==> config.mk <==
export PLATFORM = sky130hd
export DESIGN_NAME = ldst_agu
export DESIGN_NICKNAME = d
export VERILOG_FILES = /design/src/rtl/ldst_agu_pkg.sv /design/src/rtl/agu_offset_add.sv /design/src/rtl/agu_mode_sel.sv /design/src/rtl/agu_mem_stub.sv /design/src/rtl/ldst_agu.sv
export SDC_FILE = /design/constraint.sdc
export NUM_CORES = 2
export LEC_CHECK = 0
export ABC_AREA = 1
export BUFFER_PORTS_ARGS = -buffer_cell sky130_fd_sc_hd__buf_2
export CAP_MARGIN = 20
export CORE_UTILIZATION = 45
export DETAILED_ROUTE_END_ITERATION = 8
export PLACE_DENSITY_LB_ADDON = 0.15
export SLEW_MARGIN = 40
export SYNTH_ARGS = -nofsm -noshare
export SYNTH_HDL_FRONTEND = slang
export SYNTH_SLANG_ARGS = --single-unit
==> constraint.sdc <==
create_clock -name clk_i -period 6.19 [get_ports clk_i]
set_clock_uncertainty 0.2 [all_clocks]
set_input_delay 0 -clock clk_i [delete_from_list [all_inputs] [get_ports clk_i]]
set_output_delay 0 -clock clk_i [all_outputs]
set_load 0.05 [all_outputs]
==> src/rtl/ldst_agu_pkg.sv <==
package ldst_agu_pkg;
  typedef enum logic [1:0] {
    IDX_BASE   = 2'd0,
    IDX_PRE    = 2'd1,
    IDX_PRE_WB = 2'd2,
    IDX_POST   = 2'd3
  } idx_mode_e;
endpackage

==> src/rtl/agu_offset_add.sv <==
module agu_offset_add #(
  parameter int AW = 32,
  parameter int OW = 12
) (
  input  logic [AW-1:0] base_i,
  input  logic [OW-1:0] imm_i,
  input  logic          sub_i,
  output logic [AW-1:0] sum_o
);
  logic [AW-1:0] imm_ext;
  assign imm_ext = {{(AW-OW){1'b0}}, imm_i};
  assign sum_o   = sub_i ? (base_i - imm_ext) : (base_i + imm_ext);
endmodule

==> src/rtl/agu_mode_sel.sv <==
module agu_mode_sel
  import ldst_agu_pkg::*;
#(
  parameter int AW = 32,
  parameter int RW = 4
) (
  input  logic          clk_i,
  input  logic          rst_ni,
  input  logic          req_i,
  input  logic          store_i,
  input  logic          word_i,
  input  logic [1:0]    mode_i,
  input  logic [AW-1:0] base_i,
  input  logic [AW-1:0] sum_i,
  input  logic [RW-1:0] rd_i,
  input  logic [RW-1:0] rn_i,
  output logic [AW-1:0] addr_o,
  output logic          wb_en_o,
  output logic [AW-1:0] wb_data_o,
  output logic          fault_o,
  output logic          hazard_o,
  output logic          acc_ok_o
);
  idx_mode_e mode;
  logic      pre_sel, wb_sel;

  assign mode    = idx_mode_e'(mode_i);
  assign pre_sel = (mode == IDX_PRE) || (mode == IDX_PRE_WB);
  assign wb_sel  = (mode == IDX_PRE_WB) || (mode == IDX_POST);

  assign addr_o    = pre_sel ? sum_i : base_i;
  assign wb_data_o = sum_i;
  assign fault_o   = req_i && word_i && (addr_o[1:0] != 2'b00);
  // load into the base register overrides the base update
  assign hazard_o  = req_i && !store_i && wb_sel && !fault_o && (rd_i == rn_i);
  assign wb_en_o   = req_i && wb_sel && !fault_o && !hazard_o;
  assign acc_ok_o  = req_i && !fault_o;

  assert_base_nowb_R1: assert property (@(posedge clk_i) disable iff (!rst_ni)
    (req_i && mode_i == 2'd0) |-> (!wb_en_o && addr_o == base_i));
  assert_post_addr_R4: assert property (@(posedge clk_i) disable iff (!rst_ni)
    (req_i && mode_i == 2'd3) |-> (addr_o == base_i));
  assert_fault_nowb_R6: assert property (@(posedge clk_i) disable iff (!rst_ni)
    fault_o |-> (!wb_en_o && !acc_ok_o));
  assert_hazard_nowb_R7: assert property (@(posedge clk_i) disable iff (!rst_ni)
    hazard_o |-> (!wb_en_o && !store_i));
  assert_idle_quiet_R8: assert property (@(posedge clk_i) disable iff (!rst_ni)
    !req_i |-> (!wb_en_o && !fault_o && !hazard_o));
endmodule

==> src/rtl/agu_mem_stub.sv <==
module agu_mem_stub #(
  parameter int AW    = 32,
  parameter int DW    = 32,
  parameter int RW    = 4,
  parameter int WORDS = 64
) (
  input  logic          clk_i,
  input  logic          rst_ni,
  input  logic          acc_ok_i,
  input  logic          store_i,
  input  logic          word_i,
  input  logic [AW-1:0] addr_i,
  input  logic [DW-1:0] wdata_i,
  input  logic [RW-1:0] rd_i,
  output logic          ld_valid_o,
  output logic [RW-1:0] ld_rd_o,
  output logic [DW-1:0] ld_data_o
);
  localparam int IW = $clog2(WORDS);
  localparam int LW = $clog2(DW/8);

  logic [DW-1:0] mem_q [WORDS];
  logic [IW-1:0] idx;
  logic [LW-1:0] lane;
  logic [DW-1:0] rd_word;

  assign idx     = addr_i[LW +: IW];
  assign lane    = addr_i[LW-1:0];
  assign rd_word = mem_q[idx];

  always_ff @(posedge clk_i or negedge rst_ni) begin
    if (!rst_ni) begin
      for (int i = 0; i < WORDS; i++) mem_q[i] <= '0;
    end else if (acc_ok_i && store_i) begin
      if (word_i) mem_q[idx] <= wdata_i;
      else        mem_q[idx][8*lane +: 8] <= wdata_i[7:0];
    end
  end

  always_ff @(posedge clk_i or negedge rst_ni) begin
    if (!rst_ni) begin
      ld_valid_o <= 1'b0;
      ld_rd_o    <= '0;
      ld_data_o  <= '0;
    end else begin
      ld_valid_o <= acc_ok_i && !store_i;
      if (acc_ok_i && !store_i) begin
        ld_rd_o   <= rd_i;
        ld_data_o <= word_i ? rd_word : {{(DW-8){1'b0}}, rd_word[8*lane +: 8]};
      end
    end
  end

  assert_ld_valid_R9: assert property (@(posedge clk_i) disable iff (!rst_ni)
    $rose(ld_valid_o) |-> $past(acc_ok_i && !store_i));
endmodule

==> src/rtl/ldst_agu.sv <==
module ldst_agu #(
  parameter int AW        = 32,
  parameter int DW        = 32,
  parameter int OW        = 12,
  parameter int RW        = 4,
  parameter int MEM_WORDS = 64
) (
  input  logic          clk_i,
  input  logic          rst_ni,
  input  logic          req_i,
  input  logic          store_i,
  input  logic          word_i,
  input  logic [1:0]    mode_i,
  input  logic [AW-1:0] base_i,
  input  logic [OW-1:0] imm_i,
  input  logic          sub_i,
  input  logic [RW-1:0] rd_i,
  input  logic [RW-1:0] rn_i,
  input  logic [DW-1:0] wdata_i,
  output logic [AW-1:0] addr_o,
  output logic          wb_en_o,
  output logic [AW-1:0] wb_data_o,
  output logic          fault_o,
  output logic          hazard_o,
  output logic          ld_valid_o,
  output logic [RW-1:0] ld_rd_o,
  output logic [DW-1:0] ld_data_o
);
  logic [AW-1:0] sum;
  logic          acc_ok;

  agu_offset_add #(.AW(AW), .OW(OW)) u_add (
    .base_i(base_i), .imm_i(imm_i), .sub_i(sub_i), .sum_o(sum)
  );

  agu_mode_sel #(.AW(AW), .RW(RW)) u_sel (
    .clk_i(clk_i), .rst_ni(rst_ni), .req_i(req_i), .store_i(store_i),
    .word_i(word_i), .mode_i(mode_i), .base_i(base_i), .sum_i(sum),
    .rd_i(rd_i), .rn_i(rn_i), .addr_o(addr_o), .wb_en_o(wb_en_o),
    .wb_data_o(wb_data_o), .fault_o(fault_o), .hazard_o(hazard_o),
    .acc_ok_o(acc_ok)
  );

  agu_mem_stub #(.AW(AW), .DW(DW), .RW(RW), .WORDS(MEM_WORDS)) u_mem (
    .clk_i(clk_i), .rst_ni(rst_ni), .acc_ok_i(acc_ok), .store_i(store_i),
    .word_i(word_i), .addr_i(addr_o), .wdata_i(wdata_i), .rd_i(rd_i),
    .ld_valid_o(ld_valid_o), .ld_rd_o(ld_rd_o), .ld_data_o(ld_data_o)
  );
endmodule

-- Word-level counts from Yosys, hierarchy flattened
Index checks and enable logic that the tools add are counted.
W data, S select, Z words.
- bits in registers: 2085
- RAM bits: 0
- word-level logic and storage cells: 112
- latch bits: 0
- memory bits (read-only): 0
- memories kept: 0
- input bits: 92
- mux-type cells: 13
- reductions and logical operators: 19
- $mul: 0
- $add $sub $neg: 3
- shift operators: 3
- magnitude comparators: 2
- eq/ne operators: 4
- divide/modulo/power cells: 0
- bitwise operators: 1
- operators by type and width (operator ; number):
    $bwmux W2048 ; 2
    $mux W2048 ; 1
    $demux W32 S6 ; 2
    $mux W32 ; 7
    $bmux W32 S6 ; 1
    $neg A5 Y34 ; 1
    $shift A8 B34 Y32 const A ; 1
    $shiftx A8 B34 Y32 ; 1
    $add A32 B12 Y32 ; 1
    $shiftx A32 B6 Y8 ; 1
    $sub A32 B12 Y32 ; 1
    $logic_and A1 B1 Y1 ; 13
    $ge A7 B7 Y1 const B ; 1
    $lt A7 B1 Y1 const B ; 1
    $not A6 Y7 ; 1
    $eq A2 B2 Y1 const B ; 2
    $eq A4 B4 Y1 ; 1
    $logic_not A1 Y1 ; 3
    $eq A2 B1 Y1 const B ; 1
    $logic_or A1 B1 Y1 ; 2
    $reduce_bool A2 Y1 ; 1

-- Longest topological paths before layout
- depth in word-level cells: 10
- mapped depth: 29
- depth with buffers taken out: 28

-- Hierarchy
From an unflattened synthesis, not the netlist that was laid out.
- cells, all modules: 14721
- area total of the unflattened synthesis: 108395.2 um2
- modules (own cells, without submodules) (module ; times used ; cells each ; area an instance (um2)):
    agu_mem_stub ; 1 ; 13971 ; 104700.4
    agu_offset_add ; 1 ; 562 ; 2807.7
    agu_mode_sel ; 1 ; 188 ; 887.1

-- Least setup slack after synthesis
Ideal clock, no wire load.
- path type: in2reg
- start point: input imm_i[0]
- end point: register u_mem.mem_q[1104] (netlist name)
- data required time: 5872 ps
- data arrival time: 4961 ps
- setup time: 118 ps
- stages on the path: 18
- slack: 911 ps
- path through: inv_1 -> ha_1 -> inv_1 -> o21ai_0 -> fa_1 -> o21ai_1 -> inv_1 -> ha_1 -> nor3_1 -> nor2_1 -> nand2_1 -> a21oi_1 -> buf_2 -> buf_2 -> buf_2 -> nand2_2 -> mux2i_1 -> inv_1
- RTL lines (item ; line ; source):
    start, declared ; ldst_agu.sv:15 ; input logic [OW-1:0] imm_i,
    $add A32 B12 Y32 / $sub A32 B12 Y32 (equally long branches) ; agu_offset_add.sv:12 ; assign sum_o = sub_i ? (base_i - imm_ext) : (base_i + imm_ext);
    $mux W32 * ; agu_offset_add.sv:12 ;
    $mux W32 * ; agu_mode_sel.sv:31 ; assign addr_o = pre_sel ? sum_i : base_i;
    via addr_o[1] ; ldst_agu.sv:20 ; output logic [AW-1:0] addr_o,
    $reduce_bool A2 Y1 * ; agu_mode_sel.sv:33 ; assign fault_o = req_i && word_i && (addr_o[1:0] != 2'b00);
    $logic_and A1 B1 Y1 * ; agu_mode_sel.sv:33 ;
    via fault_o ; ldst_agu.sv:23 ; output logic fault_o,
    $logic_not A1 Y1 * ; agu_mode_sel.sv:37 ; assign acc_ok_o = req_i && !fault_o;
    $logic_and A1 B1 Y1 * ; agu_mode_sel.sv:37 ;
    $logic_and A1 B1 Y1 * ; agu_mem_stub.sv:34 ; end else if (acc_ok_i && store_i) begin
    end signal, assigned by index ; agu_mem_stub.sv:35 ; if (word_i) mem_q[idx] <= wdata_i;
    end signal, assigned by index ; agu_mem_stub.sv:36 ; else mem_q[idx][8*lane +: 8] <= wdata_i[7:0];
    end, declared ; agu_mem_stub.sv:22 ; logic [DW-1:0] mem_q [WORDS];
Mark *: on every way through the listed nets, which the timed path passes. The rest lies on a longest branch.
A chain may end at the register's enable or synchronous reset.

-- Worst setup path after layout
- start point: input base_i[0]
- end point: register u_mem.ld_data_o[7]
- cells in the longest elaborated chain, start to end: 9
- RTL lines (item ; line ; source):
    start, declared ; ldst_agu.sv:14 ; input logic [AW-1:0] base_i,
    $add A32 B12 Y32 / $sub A32 B12 Y32 (equally long branches) ; agu_offset_add.sv:12 ;
    $mux W32 ; agu_offset_add.sv:12 ;
    $mux W32 * ; agu_mode_sel.sv:31 ;
    $not A6 Y7 (not written as such) ; agu_mem_stub.sv:29 ; assign rd_word = mem_q[idx];
    $bmux W32 S6 ; agu_mem_stub.sv:29 ;
    $mux W32 (not written as such) (2 in series) ; agu_mem_stub.sv:29 ;
    $shiftx A32 B6 Y8 ; agu_mem_stub.sv:49 ; ld_data_o <= word_i ? rd_word : {{(DW-8){1'b0}}, rd_word[8*lane +: 8]};
    $mux W32 ; agu_mem_stub.sv:49 ;
    end signal, assigned ; agu_mem_stub.sv:49 ;
    end, declared ; agu_mem_stub.sv:17 ; output logic [DW-1:0] ld_data_o
Every way passes the cells marked *; elsewhere a longest branch is shown, timed or not. The select of a mux whose other input is x is not followed.

==> results.cfg <==
[synthesis]
synth_edf_count = 0
synth_cell_type_count = 48
postSynthRegisterBits = 2085
netlist_area_mm2 = 0.107
yosys-top-cells-area = dfrtp_1 (49%), nand2_1 (13%), inv_1 (8.7%), o21ai_0 (6.5%), mux2i_1 (6.3%)
synth_most_common_cell = nand2_1
postSynth.asyncResetShare_pct = 100
synth_seq_area_share_pct = 48.6
synth-main-ff-cell = dfrtp_1
netlist.top_cell.by_area = dfrtp_1
yosysWarnings = 0
synthCells = 13793
yosys.area.top_type_share_pct = 48.6
yosys-top-cells-count = nand2_1 (3822), inv_1 (2486), dfrtp_1 (2085), o21ai_0 (1391), mux2i_1 (674)
syn-num-nets = 13925
avgSynthCellArea_um2 = 7.79

[job]
max_cap_violations = 0

[clock_tree]
ctsLongestPathBuffers = 3
cts_max_level = 4
numCtsBuffers = 229
insertion_delay_ns = 0.95
cts_tree = built
cts.repair_timing.setup_buffer_count = 0
clk_pin_slew_worst_setup_hold_paths_ns = 0.06
cts_num_sinks = 2085
clock_tree.root_cell = clkbuf_16

[worst_setup_path]
cpMaxStageDelayCell = nand2_8
cells_along_the_critical_path = dlygate4sd3_1 > buf_2 > inv_1 > ha_1 > fa_1 > inv_1 > nand2_1 > nand2_1 > nand2_2 > nand2_8 > buf_12 > buf_4 > o21ai_0 > nand2_1 > nand4_1 > o21ai_1 > nor2_1 > nand2_1 > nand2_1 > nand3_1 > dlygate4sd3_1 > nand2_1 > dlygate4sd3_1 > nand2_1
crit_path_max_incr_delay_ns = 0.66
cp.arrival_ns = 6.36
critPathMaxFanout = 66
worstPathRequired_ns = 6.85
reg2reg_depth = 16
timing.critical_path.mode_cell = nand2_1
critical_path.endpoint = u_mem.ld_data_o[7]
timing.setup.critical_path_class = input pin to flip-flop
flop_to_flop_setup_slack_ns = 2.52
category_of_the_worst_setup_path_launch_point = input pin
endpoint_class_of_the_critical_path = flip-flop
startpoint = base_i[0]
worstReg2RegStart = u_mem.mem_q[1207]
timing.rr.end = u_mem.ld_data_o[7]

[placed_design]
placedInstanceArea_mm2 = 0.112
numPlacedInstances = 16650
place_hpwl_um = 258000
final_weighted_congestion_of_routability_driven_global_placement = 1.03
dpl_worst_slack_ns = 0.879
numPortBuffers = 195

[sta]
setup_violations = 0
endpoints_failing_hold = 0
hold_slack_ns = 0.0723
unrepaired_setup_endpoints_after_global_routing = false
finalWorstPathRequiredPeriod_ns = 5.70
final.setup.tns_ns = 0
worst_slew_pin_slew_ns = 0.974
slew_headroom_pct = 34.8
max_freq_ghz = 0.175
drv_slew = 0
post-route-worst-setup-slack_ns = 0.489
final.period_utilization_pct = 92.1

[hold_path]
hold_path.class = input pin to flip-flop
worst_hold_startpoint = wdata_i[7]

[routing]
postRouteAntennaNets = 0
detail_route.first_pass.iterations = 6
route.detailed.wl_per_inst_um = 23.0
drt_iter0_drc = 9890
vias_after_detailed_routing = 91711
finalWirelength_um = 394000
route.detailed.vias_per_inst = 5.35
drc_errors = 0

[power]
power_per_cell_area_mw_per_mm2 = 333
finalPower_mw = 40.2
leakage_nw = 68.0
ir_drop_mv = 0.255

[die]
floorplan.die_area_mm2 = 0.241
die_width_um = 491
initial_core_util_pct = 45.2
fp-row-count = 179
io_pins = 196
core_region_area_mm2 = 0.238
vertical_extent_of_the_die_um = 491

[outcome]
status = completed

[finish]
layout-drive-gt1-share_pct = 8.57
layout.cell_area.non_filler_mm2 = 0.121
layout.nets = 13910
utilization_pct = 50.9
flow.area_growth_from_synthesis_pct = 12.5
final-instance-count-excl-fill = 17152

[global_route]
grt_max_degree = 157
global_route.overflow_total = 0
grt.total_usage_pct = 32.4
number_of_antenna_violations_at_the_first_check_in_global_routing = 25
global_route_wire_length_before_repair_um = 582000
first_global_vias = 87678
## report_power, final
group          internal [mW]  switching [mW]
sequential              15.0           0.570
clock                   8.44            6.06
combinational           2.61            7.55
## sequential cells by signal, indices dropped and copies added, names as in the netlist
register          cells
u_mem.mem_q        2048
u_mem.ld_valid_o      1
u_mem.ld_data_o      32
u_mem.ld_rd_o         4
## layer usage
layer	vias to the layer above	global-route usage (%)	wire [µm]
met5	-	0	119
met4	18	20.4	27500
met3	849	7.47	35400
met2	3726	47.7	169000
met1	44411	43.2	162000
li1	42707	-	-
## cell type report
| class | count | area [µm²] |
|---|---|---|
| clock inverters | 84 | 1140 |
| repair buffers | 537 | 4680 |
| fillers | 22824 | 117000 |
| diodes | 10 | 25.0 |
| flip-flops and latches | 2085 | 52200 |
| clock buffers | 344 | 6880 |
| well taps | 3167 | 3960 |
| multi-input cells | 8380 | 42400 |
| inverters | 2545 | 9600 |
## layout by cell type (no fill, tap or decap), types with 194 or more instances in the layout
| cell | count |
|---|---|
| o21ai_0 | 1390 |
| a21oi_1 | 426 |
| mux2i_1 | 674 |
| o21ai_1 | 391 |
| buf_2 | 194 |
| nor2_1 | 625 |
| o31ai_1 | 281 |
| clkbuf_16 | 229 |
| inv_1 | 2465 |
| buf_4 | 213 |
| dfrtp_1 | 2085 |
| nand3_1 | 236 |
| nand2_1 | 3820 |
## cells by family (layout without fill, tap and decap cells)
logic type | after synthesis | after routing | synth area share (%)
multiplexers | 716 | 716 | 6.72
AO/OA/AOI/OAI | 2602 | 2602 | 13.1
other | 0 | 10 | 0
flip-flops | 2085 | 2085 | 48.6
buffers and inverters | 3328 | 3510 | 12.3
adder cells (fa/ha/maj) | 40 | 40 | 0.473
XOR/XNOR | 34 | 34 | 0.277
AND/OR/NAND/NOR | 4988 | 4988 | 18.6
## worst min-delay path by stage
stage | endpoint | slack [ns] | depth (start not counted)
6_report | u_mem.mem_q[199] | 0.07 | 6
5_1_grt | u_mem.mem_q[199] | 0.07 | 6
4_1_cts | u_mem.mem_q[199] | 0.006 | 6
3_5_place_dp | u_mem.mem_q[2029] | -0.24 | 1
3_3_place_gp | u_mem.mem_q[2029] | -0.05 | 1
2_1_floorplan | u_mem.ld_data_o[0] | -0.50 | 0
## worst max-delay path, delay by kind of cell
kind	cells	cell delay (ns)
buffers and inverters	8	2.76
and+or+nand+nor	12	2.42
adders and majority gates	2	0.65
AOI/OAI and AO/OA	2	0.39
## timing repair
item	in CTS	in global routing
endpoints found under the hold margin	2792	0
gates resized for setup	0	0
hold buffers	57	0
Note: power is estimated with default switching activity, not from simulation.
